### src/rtl/dwp_matcher.sv
module dwp_matcher #(
  parameter int ADDR_W = 64,
  parameter int REG_W  = 64
) (
  input  logic              clk,
  input  logic              rst_n,
  input  logic              wr_en,
  input  logic              wr_sel,
  input  logic [REG_W-1:0]  wr_data,
  output logic [REG_W-1:0]  ctrl_rd,
  output logic [REG_W-1:0]  value_rd,
  input  logic              acc_valid,
  input  logic [ADDR_W-1:0] acc_addr,
  input  logic [3:0]        acc_size,
  input  logic              acc_store,
  output logic              hit
);
  localparam int LANES  = 8;
  localparam int LANE_W = $clog2(LANES);
  localparam logic [REG_W-1:0] CTRL_WMASK = REG_W'(64'h0000_0000_FF5F_FFFF);

  logic [REG_W-1:0] ctrl_q, value_q;

  always_ff @(posedge clk) begin
    if (!rst_n) begin
      ctrl_q  <= '0;
      value_q <= '0;
    end else if (wr_en) begin
      if (wr_sel) value_q <= wr_data;
      else        ctrl_q  <= wr_data & CTRL_WMASK;
    end
  end

  assign ctrl_rd  = ctrl_q;
  assign value_rd = value_q;

  logic             en_f, mm_f;
  logic [1:0]       lsc_f;
  logic [LANES-1:0] bas_f;
  logic [4:0]       mask_f;

  assign en_f   = ctrl_q[0];
  assign lsc_f  = ctrl_q[4:3];
  assign bas_f  = ctrl_q[12:5];
  assign mm_f   = ctrl_q[22];
  assign mask_f = ctrl_q[28:24];

  logic [LANES:0] bas_x, bas_low, bas_sum;
  logic           bas_ok, mask_on, mask_rsvd, cfg_ok, type_ok;

  assign bas_x     = {1'b0, bas_f};
  assign bas_low   = bas_x & (~bas_x + 1'b1);
  assign bas_sum   = bas_x + bas_low;
  assign bas_ok    = (bas_f != '0) && ((bas_sum & bas_x) == '0);
  assign mask_on   = (mask_f != 5'd0);
  assign mask_rsvd = (mask_f == 5'd1) || (mask_f == 5'd2);
  assign cfg_ok    = en_f && (lsc_f != 2'b00) && !mask_rsvd && (mask_on || bas_ok);
  assign type_ok   = acc_store ? lsc_f[1] : lsc_f[0];

  logic [ADDR_W-1:0] val_a, low_mask;
  logic              region_eq, dword_eq, lane_eq, addr_match, hit_d;
  logic [LANES-1:0]  sel_lanes, size_lanes, acc_lanes;

  assign val_a     = value_q[ADDR_W-1:0];
  assign low_mask  = (ADDR_W'(1) << mask_f) - ADDR_W'(1);
  assign region_eq = (((acc_addr ^ val_a) & ~low_mask) == '0);
  assign dword_eq  = (acc_addr[ADDR_W-1:LANE_W] == val_a[ADDR_W-1:LANE_W]);
  assign sel_lanes = value_q[LANE_W-1] ? {bas_f[LANES/2-1:0], {(LANES/2){1'b0}}} : bas_f;

  always_comb begin
    case (acc_size)
      4'd1:    size_lanes = 8'h01;
      4'd2:    size_lanes = 8'h03;
      4'd4:    size_lanes = 8'h0F;
      4'd8:    size_lanes = 8'hFF;
      default: size_lanes = 8'h00;
    endcase
  end

  assign acc_lanes  = size_lanes << acc_addr[LANE_W-1:0];
  assign lane_eq    = dword_eq && ((sel_lanes & acc_lanes) != '0);
  assign addr_match = mask_on ? region_eq : lane_eq;
  assign hit_d      = acc_valid && cfg_ok && type_ok && (addr_match ^ mm_f);

  always_ff @(posedge clk) begin
    if (!rst_n) hit <= 1'b0;
    else        hit <= hit_d;
  end
endmodule

### config.mk
export PLATFORM = sky130hd
export DESIGN_NAME = dwp_matcher
export DESIGN_NICKNAME = d
export VERILOG_FILES = /design/src/rtl/dwp_matcher.sv
export SDC_FILE = /design/constraint.sdc
export NUM_CORES = 1
export LEC_CHECK = 0
export BUFFER_PORTS_ARGS = -buffer_cell sky130_fd_sc_hd__buf_4
export CAP_MARGIN = 20
export CORE_MARGIN = 1
export CORE_UTILIZATION = 48
export DETAILED_ROUTE_END_ITERATION = 10
export GPL_TIMING_DRIVEN = 1
export PLACE_DENSITY = 0.81
export SYNTH_ARGS = -nofsm -noshare
export SYNTH_HDL_FRONTEND = slang
export SYNTH_SLANG_ARGS = --single-unit
### constraint.sdc
create_clock -name clk -period 3.9 [get_ports clk]
set_clock_uncertainty 0.1 [all_clocks]
set_input_delay 0.585 -clock clk [delete_from_list [all_inputs] [get_ports clk]]
set_output_delay 0.585 -clock clk [all_outputs]
set_load 0.02 [all_outputs]
* After elaboration in Yosys (flattened, before gate mapping)
Index checks and enable logic that the tools add are counted.
Widths: inputs -> output; s select.
** Cells by class
- $add $sub $neg :: 3
- Equal/unequal tests :: 7
- Shifts and indexed selects :: 2
- Muxes and demuxes :: 4
- Bitwise operators :: 9
- Reduce and logical (&&, ||, !) cells :: 19
** Operator list (count)
- $and 64x64->64 :: 1
- $logic_not 64->1 :: 1
- $not 64->64 :: 1
- $shl 1x5->64 const A :: 1
- $sub 64x2->64 const B :: 1
- $xor 64x64->64 :: 1
- $eq 61x61->1 :: 1
- $pmux 8 s4 :: 1
- $reduce_bool 8->1 :: 2
- $add 8x9->9 :: 1
- $add 9x1->9 const B :: 1
- $and 8x9->9 :: 1
- $and 9x8->9 :: 1
- $logic_not 9->1 :: 1
- $not 8->9 :: 1
- $and 8x8->8 :: 1
- $logic_and 1x1->1 :: 8
- $mux 8 :: 1
- $shl 8x3->8 :: 1
- $eq 5x1->1 const B :: 1
- $eq 5x2->1 const B :: 1
- $reduce_bool 5->1 :: 1
- $eq 4x1->1 const B :: 1
- $eq 4x2->1 const B :: 1
- 9 further kinds :: 12
** Storage, ports and cells
- Register bits :: 95
- Logic and storage cells :: 47

* Logic depth before layout (Yosys ltp)
- Depth after elaboration :: 12
- Gate-level depth with buffers :: 14
- Mapped depth without buffers :: 10

* Worst setup path before layout
OpenSTA, ideal clock, no wires.
- Path type :: register to register
- From :: register ctrl_q[25], in the netlist ctrl_rd[25]
- To :: register hit
- Arrival time :: 2.585 ns
- Setup slack :: 1.092 ns
- Stages on the path, launching flop included :: 14
- Buffers on the path :: 3
- Cell sequence :: dfxtp_1 -> buf_2 -> clkbuf_1 -> nor2_1 -> nand2_1 -> ha_1 -> buf_2 -> nor3b_1 -> o21ai_1 -> a22oi_2 -> o2111ai_1 -> a2111oi_2 -> a32oi_1 -> mux2i_1
** On the way
- Cells in the longest elaborated chain, start to end :: 8
** RTL lines
- from (decl) :: line 22 : logic [REG_W-1:0] ctrl_q, value_q;
- from (signal assigned) :: line 30 : else ctrl_q <= wr_data & CTRL_WMASK;
- $shl 1x5->64 (tied with other cells) :: line 65 : assign low_mask = (ADDR_W'(1) << mask_f) - ADDR_W'(1);
- $sub 64x2->64 or $logic_or 1x1->1 (tied branches) :: line 65, 56
- $not 64->64 or $logic_not 1->1 (tied branches) :: line 66, 57
- $and 64x64->64 or $logic_and 1x1->1 (tied branches) :: line 66, 57
- $logic_not 64->1 or $logic_and 1x1->1 (tied branches) :: line 66, 57
- $mux 1 or $logic_and 1x1->1 (tied branches) :: line 82, 83
- $xor 1x1->1 or $logic_and 1x1->1 (tied branches) :: line 83 : assign hit_d = acc_valid && cfg_ok && type_ok && (addr_match ^ mm_f);
- $logic_and 1x1->1 (*) :: line 83
- to (signal assigned) :: line 87 : else hit <= hit_d;
- to (decl) :: line 16 : output logic hit
Every way passes the cells marked *; elsewhere a longest branch is shown, timed or not.
A chain may end at the register's enable or synchronous reset.

* Final worst setup path
- From :: register ctrl_q[26], in the netlist ctrl_rd[26]
- To :: register hit
Same word-level chain as after synthesis.

==> qor_table.md <==
| Step | Quantity | Value |
|:---|:---|:---|
| timing | Minimum period implied by the final worst setup slack | 3060 ps |
| clocking | Inserted Clock Buffers | 9 |
| timing | Slew @ Worst Pin | 894 ps |
| logic synthesis | Most frequent cell after synthesis | sky130_fd_sc_hd__nand2_1 |
| worst setup path | Largest incremental delay on the critical path | 530 ps |
| grt | Initial antenna violation count | 0 |
| grt | Grt total ovfl | 0 |
| placement | Weighted congestion at the end of routability-driven global placement | 0.954 |
| logic synthesis | Fraction of the mapped netlist area in compound gates | 21.8% |
| die | Placement row count | 40 |
| pwr | Power density over the cells | 337 mW/mm^2 |
| logic synthesis | Yosys Warn Count | 0 |
| worst setup path | Worst setup path class | reg -> reg |
| worst setup path | Cell mode on critical path | sky130_fd_sc_hd__a32oi_1 |
| timing | Final hold vios | 0 |
| logic synthesis | Cell types occupying the most area after synthesis | sky130_fd_sc_hd__dfxtp_1 32%, sky130_fd_sc_hd__nand2_1 13%, sky130_fd_sc_hd__a21boi_0 12% |
| clocking | Post-CTS setup buffers | 0 |
| logic synthesis | Count of cell types in the netlist | 71 |
| clocking | Number of clock sinks seen by CTS | 95 |
| grt | Number of global-route vias before repair | 5358 |
| timing | Max-slew violation count | 0 |
| clocking | Number of buffers inserted for hold repair after clock tree synthesis | 0 |
| flow run | Count of max-cap constraint violations | 0 |
| final layout | Final std cell area, no fill | 0.00786 sq mm |
| die | Horiz. Die Dim | 113 um |
| placement | Sum of net half-perimeters after detailed placement | 14200 um |
| clocking | Post-cts resize count | 0 |
| route | Count of unresolved DRC violations after routing | 0 |
| worst setup path | Data arrival time of the critical path | 3200 ps |
| status | Status | complete, no violations |
| final layout | Number of antenna repair diodes | 0 |
| timing | Max Freq | 0.326 GHz |
| worst setup path | Critical Path Slowest Stage Cell | sky130_fd_sc_hd__ha_1 |
| logic synthesis | FF+latch count, synth | 95 |
| worst setup path | Maximum fanout along the worst path | 23 |
| route | Via count | 5946 |
| route | Initial DRC count | 289 |
| logic synthesis | Post-Syn Area | 0.00590 sq mm |
| timing | Smallest hold slack | 367 ps |
| grt | Most heavily used metal layer in global routing | met2 |
| pwr | Static leakage | 3.24 nW |
| route | Number of nets still failing antenna checks after routing | 0 |
| logic synthesis | Adder-Cell Fraction of Synth Area | 0.424% |
| worst setup path | Type of origin of the critical path | flip-flop |
| logic synthesis | Main combinational cell family by area after synthesis | simple AND/OR/NAND/NOR gates |
| final layout | Final-stage net count | 1094 |
| logic synthesis | Mean cell area of the mapped netlist | 7.84 sq um |
| die | Number of top-level pins | 267 |
| grt | Met2 Resource Use GR | 52.3% |
| logic synthesis | Sequential element share of the synthesized area | 32.2% |
| logic synthesis | Area share of the largest cell type after synthesis | 32.2% |
| worst setup path | Worst Path Required | 4040 ps |
| grt | Met3 global-route usage | 7.12% |
| die | Chip Height | 113 um |
| placement | Placed Instance Area | 0.00754 sq mm |
| placement | Count of buffers from port buffering | 232 |
| die | Starting density of the core | 49.1% |
| logic synthesis | Gate Count Post-Synth | 753 |
| logic synthesis | Share of flip-flops with an asynchronous set or reset | 0% |
| route | Vias per std cell | 5.38 |
| timing | RSZ-0062 raised after global routing | no |
| grt | GRT Util Overall | 29.0% |
| timing | Slew margin rel. | 40.4% |
| route | WL final | 18800 um |
| worst setup path | Critical Path End Type | flip-flop |
| clocking | Number of H-tree branching levels | 3 |
| timing | Period utilisation layout | 78.6% |
| logic synthesis | Synth top cells by count | 206 x sky130_fd_sc_hd__nand2_1, 95 x sky130_fd_sc_hd__dfxtp_1, 94 x sky130_fd_sc_hd__a21boi_0 |
| clocking | Number of buffers on the longest clock path | 2 |
| logic synthesis | Largest area contributor in the synthesized netlist | sky130_fd_sc_hd__dfxtp_1 |
| min path | Hold WC Path Type | reg -> reg |
| logic synthesis | Top_reg_cell synth | sky130_fd_sc_hd__dfxtp_1 |
| die | Floorplan Core Area | 0.0120 sq mm |
| grt | Pin count of the biggest net entering global routing | 95 |
| timing | Final TNS setup | 0 ps |
| route | Final routed wire length divided by cell count | 17.0 um |
| grt | Global Route met1 Usage | 33.9% |
| logic synthesis | Simple-gate share of the synthesized area | 25.0% |
| route | Length of the first detailed-routing pass in iterations | 5 |
| clocking | Clock transition time at the flip-flop clock pins of the worst setup and hold paths | 70 ps |
| clocking | Skew-Pair Late Insertion Delay | 350 ps |
| pwr | VDD IR max | 0.000237 V |
| timing | Final worst setup slack | 835 ps |
| die | Floorplan die area | 0.0127 sq mm |
| timing | Final-report setup violation count | 0 |
| logic synthesis | Number of enable-type register cells in the synthesized netlist | 0 |
| clocking | TritonCTS clock tree | yes |
| logic synthesis | Mux contribution to synthesized area | 1.10% |
| final layout | Ratio of cells with drive above 1 in the final layout | 29.4% |
| logic synthesis | Synthesized-area fraction occupied by xor and xnor cells | 10.2% |
| pwr | Total power after layout | 2.65 mW |
| placement | Worst slack at placement | 853 ps |
| grt | Wire length of the first global-routing pass | 28500 um |
| final layout | Signed area change from the synthesized netlist to the final layout | 33.2% |
| clocking | CTS root buffer | sky130_fd_sc_hd__clkbuf_16 |
| worst setup path | Ordered list of cells on the worst path | nor3_2 -> nand2_1 -> ha_1 -> buf_4 -> nor4_2 -> o21ai_1 -> a32oi_1 -> o2111ai_1 -> a2111oi_2 -> a32oi_1 -> mux2i_1 |
[where the power goes]
part,total (mW),switching [mW],internal (mW)
registers,1.06,0.0483,1.01
clock network,0.948,0.429,0.519
logic,0.641,0.352,0.289
total,2.65,0.829,1.82
[cell type report]
class / instances / area [sq um]
clock inverter: 7 / 97.6
clock buffer: 9 / 225
multi-input combinational: 596 / 3580
sequential: 95 / 1900
tap: 147 / 184
fill: 1066 / 4150
timing repair buffer: 245 / 1840
inverter: 7 / 26.3
[per-stage QoR]
step,instances,utilization (%)
6_report,1106,65.4
5_1_grt,1106,65.4
4_1_cts,1106,65.4
3_5_place_dp,1090,62.7
3_3_place_gp,1090,62.7
2_1_floorplan,786,-
[registers in the layout (all words and copies together) (netlist names)]
signal and flops:
ctrl_rd 30, hit 1, value_rd 64
[cell families after synthesis]
group                    Yosys count
AND/OR/NAND/NOR                  313
AO/OA/AOI/OAI                    173
flip-flops                        95
buffers and inverters             95
XOR/XNOR                          68
multiplexers                       6
adder cells (fa/ha/maj)            2
other                              1
[path summary, 6_finish.rpt]
check         startpoint     endpoint  slack, ps  cells past startpoint
max          ctrl_rd[26]          hit        840                     11
min          ctrl_rd[16]  ctrl_rd[16]        370                      2
min reg2reg  ctrl_rd[16]  ctrl_rd[16]        370                      2
max reg2reg  ctrl_rd[26]          hit        840                     11
[worst max-delay path, delay by kind of cell, from the launching register on]
| family | cells | cell delay [ps] |
|---|---|---|
| compound gates | 5 | 960 |
| fa+ha+maj | 1 | 530 |
| buf+inv | 1 | 310 |
| flops | 1 | 320 |
| mux | 1 | 130 |
| simple gates | 3 | 610 |
[cell usage in the layout (no fill, tap or decap), types with 7 or more instances in the layout]
| cell | instances |
|---|---|
| sky130_fd_sc_hd__xnor2_1 | 62 |
| sky130_fd_sc_hd__nand3_1 | 7 |
| sky130_fd_sc_hd__nand4_1 | 14 |
| sky130_fd_sc_hd__nand2_1 | 205 |
| sky130_fd_sc_hd__conb_1 | 34 |
| sky130_fd_sc_hd__dfxtp_1 | 95 |
| sky130_fd_sc_hd__buf_4 | 245 |
| sky130_fd_sc_hd__a21oi_1 | 13 |
| sky130_fd_sc_hd__nor2_1 | 11 |
| sky130_fd_sc_hd__inv_1 | 7 |
| sky130_fd_sc_hd__a21boi_0 | 94 |
| sky130_fd_sc_hd__nand2b_1 | 7 |
| sky130_fd_sc_hd__o21ai_0 | 10 |
| sky130_fd_sc_hd__o211ai_1 | 8 |
| sky130_fd_sc_hd__nor4_1 | 10 |
| sky130_fd_sc_hd__nor3_1 | 11 |
| sky130_fd_sc_hd__clkbuf_16 | 9 |
[routing by layer]
layer,vias up,part of all wire (%)
li1,2911,-
met1,2802,40
met2,207,51
met3,26,6.7
met4,0,2.0
met5,-,0
No activity file was read; power rests on OpenSTA's default activity.
